[src/rtl/acs_pkg.sv]
package acs_pkg;

  typedef enum logic [1:0] {
    CMD_START      = 2'd0,
    CMD_SOFT_RST   = 2'd1,
    CMD_HARD_RST   = 2'd2,
    CMD_GAIN_WRITE = 2'd3
  } cmdKind_t;

  typedef enum logic [1:0] {
    ST_IDLE  = 2'd0,
    ST_CONV  = 2'd1,
    ST_STUCK = 2'd2
  } seqState_t;

  // strobes from control to datapath
  typedef struct packed {
    logic latchResult;
    logic clearResult;
    logic resetGain;
  } ctlStrobe_t;

endpackage

[src/rtl/acs_ctrl.sv]
module acs_ctrl
  import acs_pkg::*;
#(
  parameter int TIMEOUT_CYC = 256
) (
  input  logic       clk,
  input  logic       rstN,
  input  logic       cmdValid,
  input  cmdKind_t   cmdKind,
  input  logic       regResetFlag,
  input  logic       convDone,
  output logic       convStart,
  output logic       busy,
  output logic       intLevel,
  output logic       lowPower,
  output logic       spiRegReset,
  output ctlStrobe_t strobe
);

  localparam int TMR_W = $clog2(TIMEOUT_CYC + 1);

  seqState_t        state;
  logic             hiddenQ;
  logic [TMR_W-1:0] timer;

  logic startCmd, softCmd, hardCmd;
  logic startOk, softOk, anyStart, doneOk, timeoutHit;

  always_comb begin
    startCmd   = cmdValid && (cmdKind == CMD_START);
    softCmd    = cmdValid && (cmdKind == CMD_SOFT_RST);
    hardCmd    = cmdValid && (cmdKind == CMD_HARD_RST);
    startOk    = startCmd && (state == ST_IDLE);
    softOk     = softCmd  && (state == ST_IDLE);
    anyStart   = hardCmd || startOk || softOk;
    doneOk     = (state == ST_CONV) && convDone && !hardCmd;
    timeoutHit = (state == ST_CONV) && !convDone &&
                 (timer == TMR_W'(TIMEOUT_CYC - 1));
    strobe.latchResult = doneOk && !hiddenQ;
    strobe.clearResult = hardCmd;
    strobe.resetGain   = hardCmd || (softOk && regResetFlag);
  end

  always_ff @(posedge clk or negedge rstN) begin
    if (!rstN) begin
      state       <= ST_IDLE;
      hiddenQ     <= 1'b0;
      timer       <= '0;
      busy        <= 1'b0;
      intLevel    <= 1'b1;
      lowPower    <= 1'b1;
      convStart   <= 1'b0;
      spiRegReset <= 1'b0;
    end else begin
      convStart   <= anyStart;
      spiRegReset <= hardCmd || (softOk && regResetFlag);
      if (anyStart) begin
        state    <= ST_CONV;
        hiddenQ  <= !startOk;
        timer    <= '0;
        busy     <= 1'b1;
        intLevel <= 1'b1;
        lowPower <= 1'b0;
      end else if (doneOk) begin
        state    <= ST_IDLE;
        busy     <= 1'b0;
        intLevel <= 1'b0;
        lowPower <= 1'b1;
      end else if (timeoutHit) begin
        state <= ST_STUCK;
      end else if (state == ST_CONV) begin
        timer <= timer + 1'b1;
      end
    end
  end

  AST_START_IMPLIES_BUSY: assert property (@(posedge clk) disable iff (!rstN)
    convStart |-> busy);
  AST_BUSY_START_IGNORED: assert property (@(posedge clk) disable iff (!rstN)
    ((startCmd || softCmd) && state != ST_IDLE) |=> !convStart);
  AST_DONE_RELEASES: assert property (@(posedge clk) disable iff (!rstN)
    doneOk |=> (!busy && !intLevel && lowPower));
  AST_STUCK_HOLDS: assert property (@(posedge clk) disable iff (!rstN)
    (state == ST_STUCK && !hardCmd) |=> (busy && intLevel && state == ST_STUCK));
  AST_HARD_RESTARTS: assert property (@(posedge clk) disable iff (!rstN)
    hardCmd |=> (convStart && busy && spiRegReset));

endmodule

[src/rtl/acs_dpath.sv]
module acs_dpath
  import acs_pkg::*;
#(
  parameter int ANGLE_W  = 10,
  parameter int AGC_W    = 6,
  parameter int AGC_MIN  = 4,
  parameter int AGC_MAX  = 60,
  parameter int AGC_INIT = 32
) (
  input  logic                 clk,
  input  logic                 rstN,
  input  ctlStrobe_t           strobe,
  input  logic                 gainWrEn,
  input  logic [AGC_W-1:0]     gainWrVal,
  input  logic [AGC_W-1:0]     agcLoop,
  input  logic [ANGLE_W-1:0]   convAngle,
  input  logic                 convFail,
  output logic [ANGLE_W+3:0]   angleWord,
  output logic [AGC_W-1:0]     agcSetting,
  output logic                 agcFrozen
);

  localparam int WORD_W = ANGLE_W + 4;
  localparam int GAP_W  = WORD_W - ANGLE_W - 2;

  logic [AGC_W-1:0] gainEff;
  logic             alarmWeak, alarmStrong;

  always_comb begin
    gainEff     = agcFrozen ? agcSetting : agcLoop;
    alarmWeak   = convFail || (gainEff >= AGC_W'(AGC_MAX));
    alarmStrong = convFail || (gainEff <= AGC_W'(AGC_MIN));
  end

  always_ff @(posedge clk or negedge rstN) begin
    if (!rstN) begin
      agcSetting <= AGC_W'(AGC_INIT);
      agcFrozen  <= 1'b0;
      angleWord  <= '0;
    end else begin
      if (strobe.resetGain) begin
        agcSetting <= AGC_W'(AGC_INIT);
        agcFrozen  <= 1'b0;
      end else if (gainWrEn) begin
        agcSetting <= gainWrVal;
        agcFrozen  <= (gainWrVal != '0);
      end
      if (strobe.clearResult)
        angleWord <= '0;
      else if (strobe.latchResult)
        angleWord <= {alarmWeak, alarmStrong, {GAP_W{1'b0}}, convAngle};
    end
  end

  AST_FROZEN_NONZERO: assert property (@(posedge clk) disable iff (!rstN)
    agcFrozen |-> (agcSetting != '0));
  AST_CLEAR_TO_ZERO: assert property (@(posedge clk) disable iff (!rstN)
    strobe.clearResult |=> (angleWord == '0));
  AST_HIDDEN_KEEPS_WORD: assert property (@(posedge clk) disable iff (!rstN)
    (!strobe.latchResult && !strobe.clearResult) |=> $stable(angleWord));
  AST_GAP_BITS_ZERO: assert property (@(posedge clk) disable iff (!rstN)
    strobe.latchResult |=> (angleWord[WORD_W-3:ANGLE_W] == '0));

endmodule

[src/rtl/angle_conv_seq.sv]
module angle_conv_seq
  import acs_pkg::*;
#(
  parameter int ANGLE_W     = 10,
  parameter int AGC_W       = 6,
  parameter int AGC_MIN     = 4,
  parameter int AGC_MAX     = 60,
  parameter int AGC_INIT    = 32,
  parameter int TIMEOUT_CYC = 256
) (
  input  logic               clk,
  input  logic               rstN,
  input  logic               cmdValid,
  input  logic [1:0]         cmdKind,
  input  logic [ANGLE_W+3:0] cmdData,
  input  logic               intEnN,
  input  logic [AGC_W-1:0]   agcLoop,
  input  logic               convDone,
  input  logic [ANGLE_W-1:0] convAngle,
  input  logic               convFail,
  output logic               convStart,
  output logic               busy,
  output logic               intN,
  output logic               lowPower,
  output logic               spiRegReset,
  output logic [ANGLE_W+3:0] angleWord,
  output logic [AGC_W-1:0]   agcSetting,
  output logic               agcFrozen
);

  localparam int REG_RST_BIT = 2;

  cmdKind_t   kindT;
  ctlStrobe_t strobe;
  logic       intLevel;
  logic       gainWrEn;

  assign kindT    = cmdKind_t'(cmdKind);
  assign gainWrEn = cmdValid && (kindT == CMD_GAIN_WRITE);
  assign intN     = intEnN | intLevel;

  acs_ctrl #(.TIMEOUT_CYC(TIMEOUT_CYC)) u_ctrl (
    .clk          (clk),
    .rstN         (rstN),
    .cmdValid     (cmdValid),
    .cmdKind      (kindT),
    .regResetFlag (cmdData[REG_RST_BIT]),
    .convDone     (convDone),
    .convStart    (convStart),
    .busy         (busy),
    .intLevel     (intLevel),
    .lowPower     (lowPower),
    .spiRegReset  (spiRegReset),
    .strobe       (strobe)
  );

  acs_dpath #(
    .ANGLE_W (ANGLE_W), .AGC_W (AGC_W), .AGC_MIN (AGC_MIN),
    .AGC_MAX (AGC_MAX), .AGC_INIT (AGC_INIT)
  ) u_dpath (
    .clk        (clk),
    .rstN       (rstN),
    .strobe     (strobe),
    .gainWrEn   (gainWrEn),
    .gainWrVal  (cmdData[AGC_W-1:0]),
    .agcLoop    (agcLoop),
    .convAngle  (convAngle),
    .convFail   (convFail),
    .angleWord  (angleWord),
    .agcSetting (agcSetting),
    .agcFrozen  (agcFrozen)
  );

endmodule

[config.mk]
export PLATFORM = sky130hd
export DESIGN_NAME = angle_conv_seq
export DESIGN_NICKNAME = d
export VERILOG_FILES = /design/src/rtl/acs_pkg.sv /design/src/rtl/acs_ctrl.sv /design/src/rtl/acs_dpath.sv /design/src/rtl/angle_conv_seq.sv
export SDC_FILE = /design/constraint.sdc
export NUM_CORES = 1
export LEC_CHECK = 0
export ABC_AREA = 1
export CAP_MARGIN = 10
export CORE_MARGIN = 4
export CORE_UTILIZATION = 60
export DETAILED_ROUTE_END_ITERATION = 7
export DONT_BUFFER_PORTS = 1
export GPL_TIMING_DRIVEN = 0
export PLACE_DENSITY = 0.79
export SLEW_MARGIN = 20
export SYNTH_ARGS = -nofsm -noshare
export SYNTH_HDL_FRONTEND = slang
export SYNTH_HIERARCHICAL = 1
export SYNTH_SLANG_ARGS = --single-unit
export TNS_END_PERCENT = 5
[constraint.sdc]
create_clock -name clk -period 2.5 [get_ports clk]
set_clock_uncertainty 0.1 [all_clocks]
set_input_delay 0.5 -clock clk [delete_from_list [all_inputs] [get_ports clk]]
set_output_delay 0.5 -clock clk [all_outputs]
set_load 0.1 [all_outputs]
==> flow_summary.ini, run 1 <==
[min_path]
holdCritPathClass = input pin to flop
min_from = convAngle[6]
min_to = u_dpath/angleWord[6]
hold_depth = 1

[setup_path]
crit_path_end_kind = primary output
cp_data_arrival_time_ns = 1.59
critPathSlowestCell = or2_1
critPathKind = flop to primary output
cp_cell_sequence = or2_1
r2r_cells = 12
critPathMaxStageDelay_ns = 0.71
rr_endpoint = u_ctrl/timer[4]
required_ns = 1.90
worstSetupStartpointType = flop
r2r_setup_slack_ns = 0.52
crit_buf_inv = 0
worst-path-stages = 1
crit_family = simple AND/OR/NAND/NOR gates
r2r_start = u_ctrl/timer[1]
crit_fanout = 2

[sta]
finalSetupViolations = 0
clock.fmax_mhz = 456
final-max-slew-violation-count = 0
hold_viol = 0
setup_tns_ns = 0
tightest_slew_ns = 1.09
period_needed_ns = 2.19
worst_slack_ns = 0.307
grt_setup_unrepaired = no
hold_slack_ns = 0.190
timing.final.crit_share = 0.877
slew_headroom = 0.275

[final_layout]
area_growth_pct = 8.30
final_nets = 265
drive_gt1_frac = 0.146
n_antenna_cell = 0

[place]
dp_hpwl_um = 2820
gp_congestion = 0.822
io_buffer_count = 0
pre_cts_slack_ns = 0.546

[power]
cellPowerDensity_nw_per_um2 = 1310
power.internal_w = 0.00115
combinationalPowerShare = 0.200
switching_share = 0.560
power_switching_w = 0.00147
total_leakage_power_nw = 1.04
vdd_drop_max_mv = 0.777
pwr-share-seq = 0.645
p_total_w = 0.00262
pwr-share-clk = 0.155

[clock_network]
cts_resized = 0
cts-htree-levels = 2
worstSkewPairLatency_ns = 0.35
cts-root-buf = clkbuf_4
numCtsBuffers = 5
cts_max_path_buffers = 2
cts_num_sinks = 36
cts.clk_slew.worst_paths_ns = 0.11
post_cts_buffers = 0
cts_tree = yes

[drt]
vias_per_cell = 5.52
drt-total-wl_um = 3770
drc = 0
ant_nets = 0
vias = 1419
first_pass_iters = 4
drt_iter0_drc = 87
wire_per_inst_um = 14.6

[floorplan]
io_pins = 64
dieArea_um2 = 4020
core_area_um2 = 2850
row_count = 19
die_h_um = 63.4
start_util = 0.645
die_w_um = 63.4

[yosys]
synth_common_cells = nand2_1 (59), dfrtp_1 (33), inv_1 (29)
yosysTopAreaCellShare = 0.449
synthCells = 215
synth.cell_area_um2 = 1840
synth_cell_type_count = 31
synth.yosys.warnings = 6
synth-seq-area-share = 0.492
synth_ff_type = dfrtp_1
synth-edff-count = 0
netlist_top_cells_area = dfrtp_1 (45%), nand2_1 (12%), inv_1 (5.9%)
yosysTopAreaCell = dfrtp_1
ys_ff_latch = 36
syn_area_per_cell_um2 = 8.55
async_flop_share = 1.00
synth_most_common_cell = nand2_1

[grt]
grt_pass1_wl_um = 6630
grt_pass1_vias = 1458
grtUsageTotal = 0.212
grt-ovfl-total = 0
antenna_found_initial = 0
grt_max_degree = 37

[run]
drv_cap = 0

[outcome]
status = finished, final reports clean
## cells by family after synthesis
family / count (synthesis) / share of synthesized area
XOR/XNOR: 3 / 0.0143
AO/OA/AOI/OAI: 26 / 0.103
buffers and inverters: 39 / 0.0980
adder cells (fa/ha/maj): 2 / 0.0136
other: 1 / 0.00204
AND/OR/NAND/NOR: 108 / 0.277
flip-flops: 36 / 0.492
## worst max-delay path by stage
stage / from / to / slack, ns
finish: u_ctrl/intLevel / intN / 0.31
CTS: u_ctrl/intLevel / intN / 0.29
global placement: u_ctrl/timer[1] / u_ctrl/timer[7] / 0.63
detailed placement: u_ctrl/timer[1] / u_ctrl/timer[7] / 0.55
floorplan: u_ctrl/intLevel / intN / 0.70
global route: u_ctrl/intLevel / intN / 0.26
## registers in the layout, indices dropped and copies added, names as in the netlist
signal / cells
u_ctrl/convStart: 1
u_ctrl/hiddenQ: 1
u_dpath/agcSetting: 6
u_ctrl/spiRegReset: 1
u_dpath/agcFrozen: 1
u_ctrl/timer: 9
u_dpath/angleWord: 12
u_ctrl/intLevel: 1
u_ctrl/busy: 1
u_ctrl/lowPower: 1
u_ctrl/state: 2
## layout by cell type (no fill, tap or decap), types with 2 or more instances in the layout
cell type  Yosys  final
inv_6          2      2
o21ai_1        3      3
o22ai_1        5      5
conb_1         1      2
nand2_1       59     59
o21ai_0        3      3
dfrtp_1       33     33
buf_4          3      3
nand3_2        2      2
nand3_1       11     11
ha_1           2      2
a22o_1        10     10
buf_2          2      2
nor2_1        23     23
dfstp_2        3      3
xor2_1         3      3
nor3_1         2      2
nand4_1        2      2
inv_1         29     29
nand2_4        4      4
clkbuf_4       0      5
inv_2          2      2
a21oi_1        2      2
## per-layer routing
| metal | GRT usage | wire, µm | part of all wire | vias up |
|---|---|---|---|---|
| met1 | 0.254 | 1510 | 0.40 | 655 |
| met4 | 0.0674 | 74 | 0.020 | 0 |
| met2 | 0.362 | 1890 | 0.50 | 55 |
| met5 | 0 | 0 | 0 | - |
| li1 | - | - | - | 701 |
| met3 | 0.0657 | 296 | 0.079 | 8 |
## repair_timing
action                     CTS  global route
setup endpoints to repair    0             0
hold endpoints to repair    36             0
hold buffers                 2             0
## through the flow
| stage | area, µm² | instances | util |
|---|---|---|---|
| floorplan | 1840 | 216 | - |
| global placement | 1880 | 247 | 0.660 |
| detailed placement | 1880 | 247 | 0.660 |
| CTS | 1990 | 257 | 0.698 |
| global route | 1990 | 257 | 0.698 |
| finish | 1990 | 257 | 0.698 |
## final cells by class
| cell class | instances | area [µm²] |
|---|---|---|
| Buffer | 6 | 46.3 |
| Clock buffer | 5 | 37.5 |
| Clock inverter | 3 | 42.5 |
| Fill cell | 225 | 861 |
| Inverter | 33 | 134 |
| Multi-Input combinational cell | 141 | 758 |
| Sequential cell | 36 | 905 |
| Tap cell | 31 | 38.8 |
| Timing Repair Buffer | 2 | 30.0 |
## power by group through the flow
stage / Sequential [W] / Clock, W / Combinational, W
global placement: 0.00169 / 0 / 0.000484
floorplan: 0.00166 / 0 / 0.000436
CTS: 0.00169 / 0.000415 / 0.000530
finish: 0.00169 / 0.000406 / 0.000525
global route: 0.00171 / 0.000439 / 0.000594
detailed placement: 0.00170 / 0 / 0.000509
No activity file was read; power rests on OpenSTA's default activity.
==> run 2: changes to the inputs <==
--- a/config.mk
+++ b/config.mk
@@ -8,11 +8,11 @@
 export ABC_AREA = 1
 export CAP_MARGIN = 10
 export CORE_MARGIN = 4
-export CORE_UTILIZATION = 60
+export CORE_UTILIZATION = 45
 export DETAILED_ROUTE_END_ITERATION = 7
 export DONT_BUFFER_PORTS = 1
 export GPL_TIMING_DRIVEN = 0
-export PLACE_DENSITY = 0.79
+export PLACE_DENSITY = 0.63
 export SLEW_MARGIN = 20
 export SYNTH_ARGS = -nofsm -noshare
 export SYNTH_HDL_FRONTEND = slang
==> run 2 against run 1 <==
Against the previous run:
- total power shrank 0.46%
- cell count is 6.6% higher
- cell area grew 1.4%
- critical endpoint unchanged
- sequential share of layout area decreased by 0.65 points
- largest cell class unchanged
- count of clock-buffer cells in the layout did not move
- worst setup slack improved by 0.070 ns
- non-clock buffer count did not move
- utilization down 17 points
- combinational power decreased by 2%
- sequential cell count unchanged
==> flow_summary.ini, run 2 (synthesized netlist as in run 1, its figures left out) <==
[outcome]
status = finished, final reports clean

[clock_network]
cts-root-buf = clkbuf_8
cts_max_path_buffers = 2
post_cts_buffers = 0
cts_hold_repair.buffers = 2
cts-htree-levels = 2
cts_tree = yes
cts_num_sinks = 36
cts_resized = 0
numCtsBuffers = 5
cts.clk_slew.worst_paths_ns = 0.08
worstSkewPairLatency_ns = 0.29

[sta]
setup_tns_ns = 0
finalSetupViolations = 0
hold_slack_ns = 0.240
clock.fmax_mhz = 471
slew_headroom = 0.278
period_needed_ns = 2.12
final-max-slew-violation-count = 0
grt_setup_unrepaired = no
hold_viol = 0
timing.final.crit_share = 0.849
tightest_slew_ns = 1.08

[drt]
vias_per_cell = 4.89
first_pass_iters = 5
wire_per_inst_um = 13.1
ant_nets = 0
vias = 1341
drt_iter0_drc = 37
drc = 0
drt-total-wl_um = 3600

[min_path]
holdCritPathClass = input pin to flop

[setup_path]
crit_path_end_kind = primary output
cp_data_arrival_time_ns = 1.52
crit_buf_inv = 0
crit_family = simple AND/OR/NAND/NOR gates
cp_cell_sequence = or2_1
crit_fanout = 2
critPathMaxStageDelay_ns = 0.71
worstSetupStartpointType = flop
critPathKind = flop to primary output
critPathSlowestCell = or2_1
required_ns = 1.90

[final_layout]
mostFrequentLayoutCells = nand2_1 (59), dfrtp_1 (33), inv_1 (29)
final_nets = 265
largest_reg_flops = 12
fillerInstances = 347
n_antenna_cell = 0
drive_gt1_frac = 0.146
regMostFlops = u_dpath/angleWord
area_growth_pct = 9.86
final_common_cell = nand2_1
largestRegisters = u_dpath/angleWord x12, u_ctrl/timer x9, u_dpath/agcSetting x6

[power]
vdd_drop_max_mv = 0.842
total_leakage_power_nw = 1.05
p_total_w = 0.00261
cellPowerDensity_nw_per_um2 = 1290

[place]
io_buffer_count = 0
dp_hpwl_um = 2610
gp_congestion = 0.831

[floorplan]
io_pins = 64
start_util = 0.484
row_count = 22
dieArea_um2 = 5170
die_w_um = 71.9
core_area_um2 = 3800
die_h_um = 71.9

[grt]
grt-ovfl-total = 0
antenna_found_initial = 0
grtUsageTotal = 0.140
grt_pass1_vias = 1269
grt_max_degree = 37
grt_pass1_wl_um = 5780

[run]
drv_cap = 0
-- run 2: cell count changes in the layout (fill, tap and decap cells not counted), sizes merged --
cell	before	now
clkinvlp	1	0
clkinv	1	3
bufinv	1	0
-- run 2: final timing paths --
kind	endpoint	start	depth (start not counted)	slack, ns
setup / recovery	intN	u_ctrl/intLevel	1	0.38
hold / removal	u_dpath/angleWord[6]	convAngle[6]	1	0.24
setup reg to reg	u_dpath/angleWord[12]	u_dpath/agcFrozen	9	0.59
hold reg to reg	u_ctrl/intLevel	u_ctrl/intLevel	2	0.37
max in group asynchronous	u_ctrl/lowPower	rstN	2	1.47
min in group asynchronous	u_dpath/angleWord[12]	rstN	2	0.57
-- run 2: routing by layer --
layer | vias up | global-route usage | routed length (µm)
met1 | 601 | 0.185 | 1690
met2 | 42 | 0.219 | 1640
met5 | - | 0 | 0
met4 | 0 | 0.0376 | 0
li1 | 698 | - | -
met3 | 0 | 0.0499 | 273
-- run 2: cell type report --
class	instances	area [µm²]	area share
timing repair buffer	2	30.0	0.0149
multi-input combinational	141	758	0.375
clock inverter	3	18.8	0.00929
inverter	33	134	0.0663
sequential	36	905	0.448
tap	48	60.1	0.0297
buffer	6	46.3	0.0229
clock buffer	5	68.8	0.0341
-- run 2: report_power, final --
group	switching, W	internal (W)
sequential	0.000943	0.000739
clock	0.000216	0.000194
combinational	0.000312	0.000202
-- run 2: through the flow --
step / cells / util / area, µm² / setup WS [ns]
after floorplan: 216 / - / 1840 / 0.703
after global placement: 264 / 0.501 / 1900 / 0.597
after detailed placement: 264 / 0.501 / 1900 / 0.594
after CTS: 274 / 0.532 / 2020 / 0.359
after global routing: 274 / 0.532 / 2020 / 0.331
final: 274 / 0.532 / 2020 / 0.377
==> run 3: changes to the inputs <==
--- a/config.mk
+++ b/config.mk
@@ -5,7 +5,7 @@
 export SDC_FILE = /design/constraint.sdc
 export NUM_CORES = 1
 export LEC_CHECK = 0
-export ABC_AREA = 1
+export ABC_AREA = 0
 export CAP_MARGIN = 10
 export CORE_MARGIN = 4
 export CORE_UTILIZATION = 45
==> constraint.sdc (replaced) <==
create_clock -name clk -period 2.1 [get_ports clk]
set_clock_uncertainty 0.1 [all_clocks]
set_input_delay 0.42 -clock clk [delete_from_list [all_inputs] [get_ports clk]]
set_output_delay 0.42 -clock clk [all_outputs]
set_load 0.1 [all_outputs]
==> run 3 against run 2 <==
Against the previous run:
- the flow now finishes with violations (negative setup slack)
- hold slack got worse by 0.081 ns
- largest cell class unchanged
- die area decreased by 6.1%
- worst setup slack got worse by 0.45 ns
- global-route usage increased by 1.5 points
- utilization increased by 2.0 points
- synthesized area decreased by 6.8%
- count of clock-buffer cells in the layout increased by 2
==> flow_summary.ini, run 3 <==
[clock_network]
cts_max_path_buffers = 2
cts.clk_slew.worst_paths_ns = 0.07
worstSkewPairLatency_ns = 0.29
numCtsBuffers = 5
cts-root-buf = clkbuf_8
cts-htree-levels = 2
cts_num_sinks = 36
cts_tree = yes

[yosys]
synth_common_cells = dfrtp_1 (33), nor2_1 (30), mux2i_1 (16)
syn_area_per_cell_um2 = 10.1
synth_most_common_cell = dfrtp_1
synthMuxAreaShare = 0.0934
synth-edff-count = 0
synth-simple-area-share = 0.209
yosysTopAreaCell = dfrtp_1
synth_fa_ha_area_frac = 0.0146
synth.cell_area_um2 = 1710
synth_compound_area_frac = 0.114
synth.yosys.warnings = 6
async_flop_share = 1.00
synth-seq-area-share = 0.528
yosysTopAreaCellShare = 0.482
ys_ff_latch = 36
synthCells = 170
synth_top_family_by_area = simple AND/OR/NAND/NOR gates
netlist_top_cells_area = dfrtp_1 (48%), mux2i_1 (9.3%), nor2_1 (6.6%)
synth_ff_type = dfrtp_1
synth_cell_type_count = 39
synth_xor_area_frac = 0

[power]
power.internal_w = 0.00118
power_switching_w = 0.00104
switching_share = 0.467
pwr-share-seq = 0.643
total_leakage_power_nw = 0.870
pwr-share-clk = 0.228
vdd_drop_max_mv = 0.585
cellPowerDensity_nw_per_um2 = 1100
combinationalPowerShare = 0.129
p_total_w = 0.00222

[sta]
setup_tns_ns = -0.0936
period_needed_ns = 2.17
worst_slack_ns = -0.0729
timing.final.crit_share = 1.03
final-max-slew-violation-count = 0
hold_viol = 0
grt_setup_unrepaired = yes
slew_headroom = 0.321
finalSetupViolations = 3
clock.fmax_mhz = 460
tightest_slew_ns = 1.02

[grt]
grtUsageTotal = 0.155
grt_max_degree = 37
grt-ovfl-total = 0
grt_pass1_wl_um = 6220
grt_pass1_vias = 1315
antenna_found_initial = 0

[place]
gp_congestion = 0.776
io_buffer_count = 0
pre_cts_slack_ns = -0.217
dp_hpwl_um = 2590

[final_layout]
fillerInstances = 341
regMostFlops = u_dpath/angleWord
largest_reg_flops = 12
multiInputGateArea_um2 = 797
drive_gt1_frac = 0.196
n_antenna_cell = 0
seq_area_um2 = 905
largestRegisters = u_dpath/angleWord x12, u_ctrl/timer x9, u_dpath/agcSetting x6
final_common_cell = dfrtp_1
final_nets = 228
mostFrequentLayoutCells = dfrtp_1 (33), nor2_1 (30), mux2i_1 (16)
area_growth_pct = 18.0

[drt]
first_pass_iters = 4
drt-total-wl_um = 3730
ant_nets = 0
vias_per_cell = 5.56
drc = 0
wire_per_inst_um = 15.7
vias = 1317
drt_iter0_drc = 54

[setup_path]
required_ns = 2.22
cpMostUsedCell = ha_2
worstSetupStartpointType = flop
crit_fanout = 8
cp_data_arrival_time_ns = 2.29
cp_cell_sequence = ha_2 -> nand2_2 -> nor3_2 -> ha_2 -> nor2b_4 -> a211o_4 -> or4_4 -> a21oi_2
crit_path_end_kind = flop
critPathSlowestCell = or4_4
critPathKind = flop to flop
critPathMaxStageDelay_ns = 0.52

[floorplan]
io_pins = 64
core_area_um2 = 3660
die_h_um = 69.7
row_count = 22
dieArea_um2 = 4860
die_w_um = 69.7
start_util = 0.468

[run]
drv_cap = 0

[min_path]
holdCritPathClass = input pin to flop

[outcome]
violations = negative setup slack
status = finished with violations
==> run 3: cell types whose count changed after synthesis, sizes merged, moves of 3 or more <==
cell | previous run | this run
nor2 | 25 | 30
mux2i | 0 | 16
nand3 | 13 | 4
nand2 | 64 | 9
a21oi | 3 | 11
nor2b | 0 | 4
or3 | 0 | 3
o22ai | 5 | 1
inv | 33 | 6
a311oi | 0 | 3
xor2 | 3 | 0
a22o | 10 | 0
nor4b | 0 | 3
==> run 3: critical path: cells and delay by family (launching register included) <==
family / cells / cell delay (ns)
adders and majority gates: 2 / 0.39
and+or+nand+nor: 4 / 0.78
DFF: 1 / 0.40
AOI/OAI and AO/OA: 2 / 0.42
==> run 3: layout make-up <==
type	count	share of cell area
clock buffers	7	0.0427
well taps	48	0.0297
plain buffers	7	0.0248
multi-input cells	121	0.394
flip-flops and latches	36	0.447
inverters	7	0.0130
repair buffers	10	0.0446
clock inverters	1	0.00371
==> run 3: metal layers <==
| layer | vias to the layer above | part of all wire | GRT usage | wire [µm] |
|---|---|---|---|---|
| li1 | 631 | - | - | - |
| met1 | 639 | 0.43 | 0.186 | 1590 |
| met2 | 43 | 0.48 | 0.250 | 1800 |
| met3 | 4 | 0.081 | 0.0652 | 300 |
| met4 | 0 | 0.0097 | 0.0553 | 36 |
| met5 | - | 0 | 0 | 0 |
==> run 3: repair_timing <==
item,in CTS,in global routing
hold buffers,2,0
buffers inserted,6,2
setup endpoints to repair,9,14
resized for setup,7,4
pin swaps,6,1
endpoints found under the hold margin,36,0
==> run 3: path summary, 6_finish.rpt <==
kind | cells after the start | from | slack [ns] | to
setup / recovery | 8 | u_ctrl/timer[1] | -0.07 | u_ctrl/timer[5]
hold / removal | 1 | cmdData[5] | 0.16 | u_dpath/agcSetting[5]
hold reg to reg | 2 | u_ctrl/intLevel | 0.38 | u_ctrl/intLevel
max in group asynchronous | 2 | rstN | 1.17 | u_ctrl/lowPower
min in group asynchronous | 2 | rstN | 0.48 | u_ctrl/timer[7]
setup reg to reg | 8 | u_ctrl/timer[1] | -0.07 | u_ctrl/timer[5]
==> run 3: cell families (layout without fill, tap and decap cells) <==
family / after synthesis / after routing
compound gates: 31 / 31
fa+ha+maj: 2 / 2
buf+inv: 14 / 32
flops: 36 / 36
mux: 16 / 16
other cells: 1 / 2
simple gates: 70 / 70
==> run 3: power groups by stage <==
| stage | logic (W) | clock network, W | registers, W |
|---|---|---|---|
| 2_1_floorplan | 0.000193 | 0 | 0.00142 |
| 3_3_place_gp | 0.000214 | 0 | 0.00144 |
| 3_5_place_dp | 0.000223 | 0 | 0.00144 |
| 4_1_cts | 0.000272 | 0.000519 | 0.00143 |
| 5_1_grt | 0.000318 | 0.000550 | 0.00144 |
| 6_report | 0.000286 | 0.000505 | 0.00143 |
==> run 3: metrics by stage <==
step                      hold slack (ns)  utilization  instance area (µm²)  std cells
after floorplan                    0.0244            -                 1730        171
after global placement             0.0261        0.488                 1790        219
after detailed placement           0.0259        0.488                 1790        219
after CTS                           0.157        0.544                 1990        235
after global routing                0.156        0.552                 2020        237
final                               0.159        0.552                 2020        237
